===== src/rtl/tape7_pkg.sv =====
// Package: shared widths and the parity helper for the seven-track codec.
// Assumes a word wider than one character and a BCD payload that is a
// whole number of characters.
package tape7_pkg;
    localparam int WORD_W  = 20;   // memory word width
    localparam int CHAR_W  = 6;    // data tracks per character
    localparam int BCD_SKIP = 2;   // leading word bits not recorded in BCD mode

    // Odd-parity track value for a data field (total ones odd).
    function automatic logic odd_track(input logic [CHAR_W-1:0] d);
        return ~(^d);
    endfunction
endpackage


===== src/rtl/tape7_parity.sv =====
// Module: computes the parity track for one character.
// Assumes odd_sel=1 means the 7-bit character must hold an odd count of ones.
module tape7_parity #(
    parameter int CHAR_W = 6
) (
    input  logic [CHAR_W-1:0] data_i,
    input  logic              odd_sel,
    output logic              par_o
);
    // Parity track: even fill plus an inversion for odd sense.
    always_comb begin
        par_o = (^data_i) ^ odd_sel;
    end
endmodule


===== src/rtl/tape7_wr_ser.sv =====
// Module: splits one word into tape characters, first bits first.
// Assumes the word is only accepted while no character of an earlier word
// is outstanding; the mode is latched together with the word.
module tape7_wr_ser #(
    parameter int WORD_W   = 20,
    parameter int CHAR_W   = 6,
    parameter int BCD_SKIP = 2
) (
    input  logic              clk,
    input  logic              rst_n,
    input  logic              bcd_mode,
    input  logic              word_valid,
    output logic              word_ready,
    input  logic [WORD_W-1:0] word_data,
    output logic              char_valid,
    input  logic              char_ready,
    output logic [CHAR_W:0]   char_data
);
    localparam int BIN_CHARS = (WORD_W + CHAR_W - 1) / CHAR_W;
    localparam int BCD_W     = WORD_W - BCD_SKIP;
    localparam int BCD_CHARS = BCD_W / CHAR_W;
    localparam int PAD_W     = BIN_CHARS * CHAR_W;
    localparam int BIN_SHIFT = PAD_W - WORD_W;
    localparam int BCD_SHIFT = PAD_W - BCD_CHARS * CHAR_W;
    localparam int CNT_W     = $clog2(BIN_CHARS + 1);

    logic [PAD_W-1:0] shreg;
    logic [CNT_W-1:0] left;
    logic             bcd_q;
    logic             par_bit;
    logic [PAD_W-1:0] bin_pad;
    logic [PAD_W-1:0] bcd_pad;
    logic             take_word;
    logic             take_char;

    // Handshake decode and left-aligned packing of both modes.
    always_comb begin
        word_ready = (left == '0);
        char_valid = (left != '0);
        take_word  = word_valid && word_ready;
        take_char  = char_valid && char_ready;
        bin_pad    = PAD_W'(word_data) << BIN_SHIFT;
        bcd_pad    = PAD_W'(word_data[BCD_W-1:0]) << BCD_SHIFT;
    end

    // Character shift register, remaining count and latched mode.
    always_ff @(posedge clk) begin
        if (!rst_n) begin
            shreg <= '0;
            left  <= '0;
            bcd_q <= 1'b0;
        end else if (take_word) begin
            shreg <= bcd_mode ? bcd_pad : bin_pad;
            left  <= bcd_mode ? CNT_W'(BCD_CHARS) : CNT_W'(BIN_CHARS);
            bcd_q <= bcd_mode;
        end else if (take_char) begin
            shreg <= shreg << CHAR_W;
            left  <= left - 1'b1;
        end
    end

    tape7_parity #(.CHAR_W(CHAR_W)) u_par (
        .data_i  (shreg[PAD_W-1 -: CHAR_W]),
        .odd_sel (~bcd_q),
        .par_o   (par_bit)
    );

    // Output character: parity track on top of the data tracks.
    always_comb begin
        char_data = {par_bit, shreg[PAD_W-1 -: CHAR_W]};
    end

    AST_WR_ODD_PARITY: assert property (@(posedge clk) disable iff (!rst_n)
        (char_valid && !bcd_q) |-> (^char_data) == 1'b1);
    AST_WR_EVEN_PARITY: assert property (@(posedge clk) disable iff (!rst_n)
        (char_valid && bcd_q) |-> (^char_data) == 1'b0);
    AST_WR_CHAR_HOLD: assert property (@(posedge clk) disable iff (!rst_n)
        (char_valid && !char_ready) |=> (char_valid && $stable(char_data)));
    AST_WR_NO_WORD_WHILE_BUSY: assert property (@(posedge clk) disable iff (!rst_n)
        take_word |=> !word_ready);
    AST_WR_MODE_STEADY: assert property (@(posedge clk) disable iff (!rst_n)
        (char_valid && !take_word) |=> $stable(bcd_q));
endmodule


===== src/rtl/tape7_rd_deser.sv =====
// Module: gathers tape characters back into words and checks parity.
// Assumes the mode seen with the first character holds for the whole word;
// a finished word blocks further characters until it is taken.
module tape7_rd_deser #(
    parameter int WORD_W   = 20,
    parameter int CHAR_W   = 6,
    parameter int BCD_SKIP = 2
) (
    input  logic              clk,
    input  logic              rst_n,
    input  logic              bcd_mode,
    input  logic              char_valid,
    output logic              char_ready,
    input  logic [CHAR_W:0]   char_data,
    output logic              word_valid,
    input  logic              word_ready,
    output logic [WORD_W-1:0] word_data,
    input  logic              perr_clear,
    output logic              perr_flag
);
    localparam int BIN_CHARS = (WORD_W + CHAR_W - 1) / CHAR_W;
    localparam int BCD_W     = WORD_W - BCD_SKIP;
    localparam int BCD_CHARS = BCD_W / CHAR_W;
    localparam int PAD_W     = BIN_CHARS * CHAR_W;
    localparam int BIN_SHIFT = PAD_W - WORD_W;
    localparam int CNT_W     = $clog2(BIN_CHARS + 1);

    logic [PAD_W-1:0] acc;
    logic [PAD_W-1:0] acc_n;
    logic [CNT_W-1:0] got;
    logic             bcd_q;
    logic             mode_now;
    logic             exp_par;
    logic             take_char;
    logic             last_char;
    logic             bad_par;
    logic [WORD_W-1:0] word_n;

    // Decode handshake, effective mode and the word being completed.
    always_comb begin
        char_ready = !word_valid;
        take_char  = char_valid && char_ready;
        mode_now   = (got == '0) ? bcd_mode : bcd_q;
        acc_n      = {acc[PAD_W-CHAR_W-1:0], char_data[CHAR_W-1:0]};
        last_char  = (got + 1'b1) == (mode_now ? CNT_W'(BCD_CHARS) : CNT_W'(BIN_CHARS));
        bad_par    = take_char && (char_data[CHAR_W] != exp_par);
        word_n     = mode_now ? WORD_W'(acc_n[BCD_W-1:0])
                              : WORD_W'(acc_n >> BIN_SHIFT);
    end

    tape7_parity #(.CHAR_W(CHAR_W)) u_par (
        .data_i  (char_data[CHAR_W-1:0]),
        .odd_sel (~mode_now),
        .par_o   (exp_par)
    );

    // Accumulator, character count and mode latched at the first character.
    always_ff @(posedge clk) begin
        if (!rst_n) begin
            acc   <= '0;
            got   <= '0;
            bcd_q <= 1'b0;
        end else if (take_char) begin
            acc   <= acc_n;
            bcd_q <= mode_now;
            got   <= last_char ? '0 : got + 1'b1;
        end
    end

    // Output word register, held until the consumer takes it.
    always_ff @(posedge clk) begin
        if (!rst_n) begin
            word_valid <= 1'b0;
            word_data  <= '0;
        end else if (take_char && last_char) begin
            word_valid <= 1'b1;
            word_data  <= word_n;
        end else if (word_valid && word_ready) begin
            word_valid <= 1'b0;
        end
    end

    // Sticky parity error: a new failure wins over a clear.
    always_ff @(posedge clk) begin
        if (!rst_n) begin
            perr_flag <= 1'b0;
        end else if (bad_par) begin
            perr_flag <= 1'b1;
        end else if (perr_clear) begin
            perr_flag <= 1'b0;
        end
    end

    AST_RD_WORD_HOLD: assert property (@(posedge clk) disable iff (!rst_n)
        (word_valid && !word_ready) |=> (word_valid && $stable(word_data)));
    AST_RD_BLOCK_CHARS: assert property (@(posedge clk) disable iff (!rst_n)
        word_valid |-> !char_ready);
    AST_RD_BCD_TOP_ZERO: assert property (@(posedge clk) disable iff (!rst_n)
        (take_char && last_char && mode_now) |=> (word_data[WORD_W-1 -: BCD_SKIP] == '0));
    AST_RD_PERR_STICKY: assert property (@(posedge clk) disable iff (!rst_n)
        (perr_flag && !perr_clear) |=> perr_flag);
    AST_RD_PERR_SET: assert property (@(posedge clk) disable iff (!rst_n)
        bad_par |=> perr_flag);
endmodule


===== src/rtl/tape7_codec.sv =====
// Module: top of the seven-track tape character codec, joining the write
// serializer and the read deserializer under one mode input.
// Assumes both paths share one clock and a synchronous active-low reset.
module tape7_codec #(
    parameter int WORD_W   = tape7_pkg::WORD_W,
    parameter int CHAR_W   = tape7_pkg::CHAR_W,
    parameter int BCD_SKIP = tape7_pkg::BCD_SKIP
) (
    input  logic              clk,
    input  logic              rst_n,
    input  logic              bcd_mode,
    input  logic              wr_word_valid,
    output logic              wr_word_ready,
    input  logic [WORD_W-1:0] wr_word_data,
    output logic              wr_char_valid,
    input  logic              wr_char_ready,
    output logic [CHAR_W:0]   wr_char_data,
    input  logic              rd_char_valid,
    output logic              rd_char_ready,
    input  logic [CHAR_W:0]   rd_char_data,
    output logic              rd_word_valid,
    input  logic              rd_word_ready,
    output logic [WORD_W-1:0] rd_word_data,
    input  logic              perr_clear,
    output logic              perr_flag
);
    tape7_wr_ser #(.WORD_W(WORD_W), .CHAR_W(CHAR_W), .BCD_SKIP(BCD_SKIP)) u_wr (
        .clk        (clk),
        .rst_n      (rst_n),
        .bcd_mode   (bcd_mode),
        .word_valid (wr_word_valid),
        .word_ready (wr_word_ready),
        .word_data  (wr_word_data),
        .char_valid (wr_char_valid),
        .char_ready (wr_char_ready),
        .char_data  (wr_char_data)
    );

    tape7_rd_deser #(.WORD_W(WORD_W), .CHAR_W(CHAR_W), .BCD_SKIP(BCD_SKIP)) u_rd (
        .clk        (clk),
        .rst_n      (rst_n),
        .bcd_mode   (bcd_mode),
        .char_valid (rd_char_valid),
        .char_ready (rd_char_ready),
        .char_data  (rd_char_data),
        .word_valid (rd_word_valid),
        .word_ready (rd_word_ready),
        .word_data  (rd_word_data),
        .perr_clear (perr_clear),
        .perr_flag  (perr_flag)
    );

    AST_RESET_IDLE: assert property (@(posedge clk)
        !rst_n |=> (wr_word_ready && !wr_char_valid && rd_char_ready
                    && !rd_word_valid && !perr_flag));
endmodule


===== config.mk =====
export PLATFORM = sky130hd
export DESIGN_NAME = tape7_codec
export DESIGN_NICKNAME = d
export VERILOG_FILES = /design/src/rtl/tape7_pkg.sv /design/src/rtl/tape7_parity.sv /design/src/rtl/tape7_wr_ser.sv /design/src/rtl/tape7_rd_deser.sv /design/src/rtl/tape7_codec.sv
export SDC_FILE = /design/constraint.sdc
export NUM_CORES = 1
export LEC_CHECK = 0
export CAP_MARGIN = 5
export CORE_ASPECT_RATIO = 2
export CORE_MARGIN = 5
export CORE_UTILIZATION = 65
export CTS_CLUSTER_DIAMETER = 100
export DETAILED_ROUTE_END_ITERATION = 6
export DONT_BUFFER_PORTS = 1
export PLACE_DENSITY = 0.83
export RECOVER_POWER = 25
export SKIP_CTS_REPAIR_TIMING = 1
export SLEW_MARGIN = 10
export SYNTH_ARGS = -nofsm -noshare
export SYNTH_HDL_FRONTEND = slang
export SYNTH_SLANG_ARGS = --single-unit

===== constraint.sdc =====
create_clock -name clk -period 6.5 [get_ports clk]
set_clock_uncertainty 0.1 [all_clocks]
set_input_delay 0.65 -clock clk [delete_from_list [all_inputs] [get_ports clk]]
set_output_delay 0.65 -clock clk [all_outputs]
set_load 0.02 [all_outputs]

# == Word level (Yosys, flattened, before mapping) ==
# Cells that the tools add are included.
# word_totals
output_inout_bits,32
elab_cells,46
reg_bits,72
# classes
n_addsub,2
n_eq_ne,2
reduce_logical,15
bitwise,4
mux,14
# ops
op,count
24-bit 2-to-1 mux,3
20-bit 2-to-1 mux,1
3-bit 2-to-1 mux,5
6-bit parity,2
1-bit logical AND,6
3-bit logical NOT,2
2-bit nonzero test,3
1-bit 2-to-1 mux,5
"3-bit by 1-bit adder with 3-bit output, second input constant",1
3-bit == test,1
3-bit nonzero test,1
"3-bit by 1-bit subtractor with 3-bit output, second input constant",1
1-bit inverter,2
1-bit XOR,2
1-bit logical NOT,1
1-bit inequality test,1

# == Longest topological paths before layout ==
# logic_depth
depth_word,7
depth_mapped,9

# == Cells and area by module ==
# From an unflattened synthesis, not the netlist that was laid out.
# unflattened
hier_cells,488
hier_area_um2,4011.3
# modules_own_cells
mod,instances,area_each_um2,seq_area_each_um2,cells_each
tape7_rd_deser,1,2441.1,880.8,327
tape7_wr_ser,1,1445.1,480.5,153
tape7_parity,2,62.6,0.0,4

# == Worst setup path after synthesis ==
# Ideal clock, no wire load.
# synth_timing
kind,reg2reg
from,register u_rd.got[0]
to,register u_rd.word_data[10]
stages_incl_launch_ff,9
path_buffers,1
arrival_time_ns,1.967
required_time_ns,6.284
setup_slack_ns,4.316
setup_time_ns,0.116
synth_period_minus_slack_ns,2.184
path_cell_list,dfxtp_1 -> inv_1 -> ha_1 -> nand2b_4 -> mux2i_4 -> mux2i_4 -> clkbuf_1 -> nand3_1 -> o211a_1
# synth_between
elab_chain_len,5
word_cells_on_any_way,7
classes_between,add/sub (1); eq/ne (1); mux (3); reduce/logical (2)
# synth_rtl
item,line,source
"start, declared",tape7_rd_deser.sv:30,logic [CNT_W-1:0] got;
"start signal, assigned",tape7_rd_deser.sv:66,got <= last_char ? '0 : got + 1'b1;
"parallel branches: the longest is 5 deep, another holds 3-bit by 1-bit adder with 3-bit output",--,
"end signal, assigned",tape7_rd_deser.sv:77,word_data <= word_n;
"end, declared",tape7_rd_deser.sv:17,"output logic [WORD_W-1:0] word_data,"
# Parallel ways; which one is timed is not known.
# A chain may end at the register's enable or synchronous reset.

# == Worst setup path in the final report ==
# layout_timing
from,register u_rd.got[0]
to,register u_rd.word_data[19]
# The elaborated chain is that of the path after synthesis.

==> results.json <==
{
  "synthXorXnorAreaFrac_pct": 4.23,
  "synth_seq_cells": 68,
  "worstMarginPinSlew_ns": 1.03,
  "synth_top_area_share_pct": 39.7,
  "layout.nets": 405,
  "holdPathEnd": "u_wr.left[2]$_SDFFE_PN0P_",
  "ys_top_cells_by_count": "nand2_1, dfxtp_1, nand3_1",
  "max-slew-margin-rel_pct": 29.6,
  "vias": 2618,
  "crit_top_cell": "mux2i_4",
  "critPathTopFamily": "multiplexers",
  "p_leak_nw": 1.65,
  "rsz0062_at_grt": "no",
  "gr-usage-met2_pct": 40.5,
  "synth.distinct_cells": 36,
  "status": "finished clean",
  "ys.flop_type": "dfxtp_1",
  "worst_setup_path_start_kind": "flip-flop",
  "synth-async-reset-ratio_pct": 0,
  "drtAntennaViolNets": 0,
  "io_buffers": 0,
  "clk_root_buffer_cell": "clkbuf_8",
  "clk_pin_slew_ns": 0.07,
  "routabilityCongestion": 0.833,
  "peakVddDrop_uv": 421,
  "wirelength_mm": 7.63,
  "p_clk_share_pct": 26.2,
  "crit_required_ns": 6.67,
  "fp.dieW_um": 61.4,
  "grt_pass1_vias": 2588,
  "layout_setup_ws_ns": 2.91,
  "insertion_delay_ns": 0.34,
  "synthesis.instances": 393,
  "reg2reg_from": "u_rd.got[0]$_SDFFE_PN0P_",
  "synth_top_family_by_area": "simple AND/OR/NAND/NOR gates",
  "rows": 37,
  "rr_worst_depth": 7,
  "start_util_pct": 66.8,
  "grt.total_usage_pct": 23.6,
  "detail_route.iter0.violations": 215,
  "ys_warn_count": 0,
  "htree_levels": 3,
  "clk_path_buf_depth": 2,
  "grt_pass1_wl_mm": 12.2,
  "power_density_nw_per_um2": 378,
  "crit_buf_inv": 1,
  "period_share_pct": 55.2,
  "ff_latch_area_sq_um": 1360,
  "first_pass_iters": 5,
  "ff2ff_setup_slack_ns": 2.91,
  "muxShareOfSynthArea_pct": 12.4,
  "hp-start": "wr_char_ready",
  "r2r_end": "u_rd.word_data[19]$_SDFFE_PN0P_",
  "die_area_sq_um": 6920,
  "use_met3_pct": 7.31,
  "viasPerCell": 6.10,
  "synth_compound_area_share_pct": 12.7,
  "hpwlAfterDp_mm": 5.52,
  "gr-usage-met1_pct": 23.8,
  "multi_input_area_sq_um": 1850,
  "hold_viol": 0,
  "combPwrFrac_pct": 30.9,
  "crit_type": "reg2reg",
  "internal_power_mw": 0.841,
  "grt-busiest-layer": "met2",
  "slowest_stage": "mux2i_4",
  "synthSimpleGateAreaFrac_pct": 22.9,
  "endpoint_kind": "flip-flop",
  "syn-num-nets": 432,
  "p_sw_mw": 0.489,
  "synthAdderAreaFrac_pct": 1.46,
  "min_path_cells": 1,
  "core_sq_um": 5140,
  "hold_ws_ns": 0.302,
  "cts-buffers-inserted": 9,
  "grt_max_degree": 71,
  "p_sw_share_pct": 36.8,
  "final_layout_size_suffix_gt1_share_pct": 6.20,
  "cts.sinks": 68,
  "overflow": 0,
  "min_period_ns": 3.59,
  "p_seq_share_pct": 42.9,
  "synth_edf_count": 0,
  "io_pins": 67,
  "area_growth_pct": 2.55,
  "fmaxAchievable_mhz": 279,
  "synth_most_common_cell": "nand2_1",
  "die_h_um": 113,
  "setup_viol": 0,
  "wl_per_cell_um": 17.8,
  "diodes": 0,
  "max_cap_viol_count": 0,
  "drt_drc_violations_left": 0,
  "synth.yosys.seq_area_share_pct": 39.7,
  "synth_area_leaders": "dfxtp_1, mux2i_1, nand2_1",
  "fillers": 421,
  "preCtsSetupSlack_ns": 2.90,
  "maxSlewViolCount": 0,
  "hold_path_class": "in2reg",
  "cts_tree": "built",
  "cpPeakStageDelay_ns": 0.84,
  "yosysTopAreaCell": "dfxtp_1",
  "worstPathCellList": "inv_1, ha_1, nand2b_4, mux2i_4, mux2i_4, and2_1, mux2i_1",
  "worstPathArrival_ns": 3.75,
  "netlist_area_sq_um": 3430,
  "cp_max_fo": 24,
  "antenna_found_initial": 0,
  "finalSetupTns_ns": 0,
  "syn_avg_cell_area_sq_um": 8.73
}
==> power by group through the flow <==
stage / sequential [mW] / combinational [mW] / clock [mW]
global route: 0.579 / 0.453 / 0.378
detailed placement: 0.580 / 0.409 / 0
global placement: 0.577 / 0.401 / 0
finish: 0.570 / 0.411 / 0.349
floorplan: 0.542 / 0.430 / 0
CTS: 0.570 / 0.413 / 0.355
==> worst max-delay path by stage <==
| stage | start | end | slack (ns) | cells after the start |
|---|---|---|---|---|
| finish | u_rd.got[0]$_SDFFE_PN0P_ | u_rd.word_data[19]$_SDFFE_PN0P_ | 2.91 | 7 |
| global route | u_rd.got[0]$_SDFFE_PN0P_ | u_rd.word_data[18]$_SDFFE_PN0P_ | 2.63 | 7 |
| CTS | u_rd.got[0]$_SDFFE_PN0P_ | u_rd.word_data[19]$_SDFFE_PN0P_ | 2.88 | 7 |
| detailed placement | u_rd.got[0]$_SDFFE_PN0P_ | u_rd.word_data[19]$_SDFFE_PN0P_ | 2.90 | 7 |
| global placement | u_rd.got[0]$_SDFFE_PN0P_ | u_rd.word_data[19]$_SDFFE_PN0P_ | 3.01 | 7 |
| floorplan | u_rd.got[0]$_SDFFE_PN0P_ | u_rd.word_data[10]$_SDFFE_PN0P_ | 4.32 | 8 |
==> state kept, by name, indices dropped and copies added, names as in the netlist <==
register,count
u_rd.word_data,20
u_wr.shreg,20
u_rd.acc,18
u_rd.got,3
u_wr.left,3
u_rd.bcd_q,1
u_rd.perr_flag,1
u_rd.word_valid,1
u_wr.bcd_q,1
==> through the flow <==
| step | total power [mW] | cells | area, sq um | utilization (%) |
|---|---|---|---|---|
| floorplan | 0.972 | 393 | 3430 | - |
| global placement | 0.977 | 413 | 3320 | 64.5 |
| detailed placement | 0.988 | 413 | 3320 | 64.5 |
| CTS | 1.34 | 429 | 3520 | 68.5 |
| global route | 1.41 | 429 | 3520 | 68.5 |
| finish | 1.33 | 429 | 3520 | 68.5 |
==> layout by cell type (no fill, tap or decap), types with 3 or more instances in the layout <==
| cell | instances |
|---|---|
| nand2_1 | 83 |
| dfxtp_1 | 68 |
| nand3_1 | 49 |
| mux2i_1 | 38 |
| a21boi_0 | 19 |
| o211a_1 | 19 |
| and3_1 | 14 |
| clkbuf_8 | 11 |
| xnor2_1 | 10 |
| inv_1 | 7 |
| and2_1 | 6 |
| o21ai_0 | 5 |
| xor2_1 | 4 |
| nand3b_1 | 4 |
| ha_1 | 4 |
| a21boi_1 | 3 |
==> logic make-up (layout without fill, tap and decap cells) <==
| kind of cell | count (synthesis) | in the layout |
|---|---|---|
| AND/OR/NAND/NOR | 165 | 165 |
| flip-flops | 68 | 68 |
| AO/OA/AOI/OAI | 54 | 54 |
| buffers and inverters | 47 | 25 |
| multiplexers | 40 | 40 |
| XOR/XNOR | 15 | 15 |
| adder cells (fa/ha/maj) | 4 | 4 |
==> worst reg2reg max path: stages (launching register included) <==
cell      delay [ns]
dfxtp_1         0.42
inv_1           0.09
ha_1            0.24
nand2b_4        0.09
mux2i_4         0.84
mux2i_4         0.67
and2_1          0.79
mux2i_1         0.27
==> cell type report <==
| cell class | instances | share of cell area [%] |
|---|---|---|
| flip-flops and latches | 68 | 38.7 |
| repair buffers | 1 | 0.213 |
| well taps | 58 | 2.06 |
| clock buffers | 12 | 4.41 |
| multi-input cells | 278 | 52.4 |
| clock inverters | 4 | 1.35 |
| inverters | 8 | 0.853 |
==> layer usage <==
metal | share of wire (%) | vias to the layer above
met3 | 7.4 | 34
met1 | 33 | 1210
met2 | 55 | 86
li1 | - | 1288
met5 | 0 | -
met4 | 4.8 | 0
(Power assumes the default switching activity.)
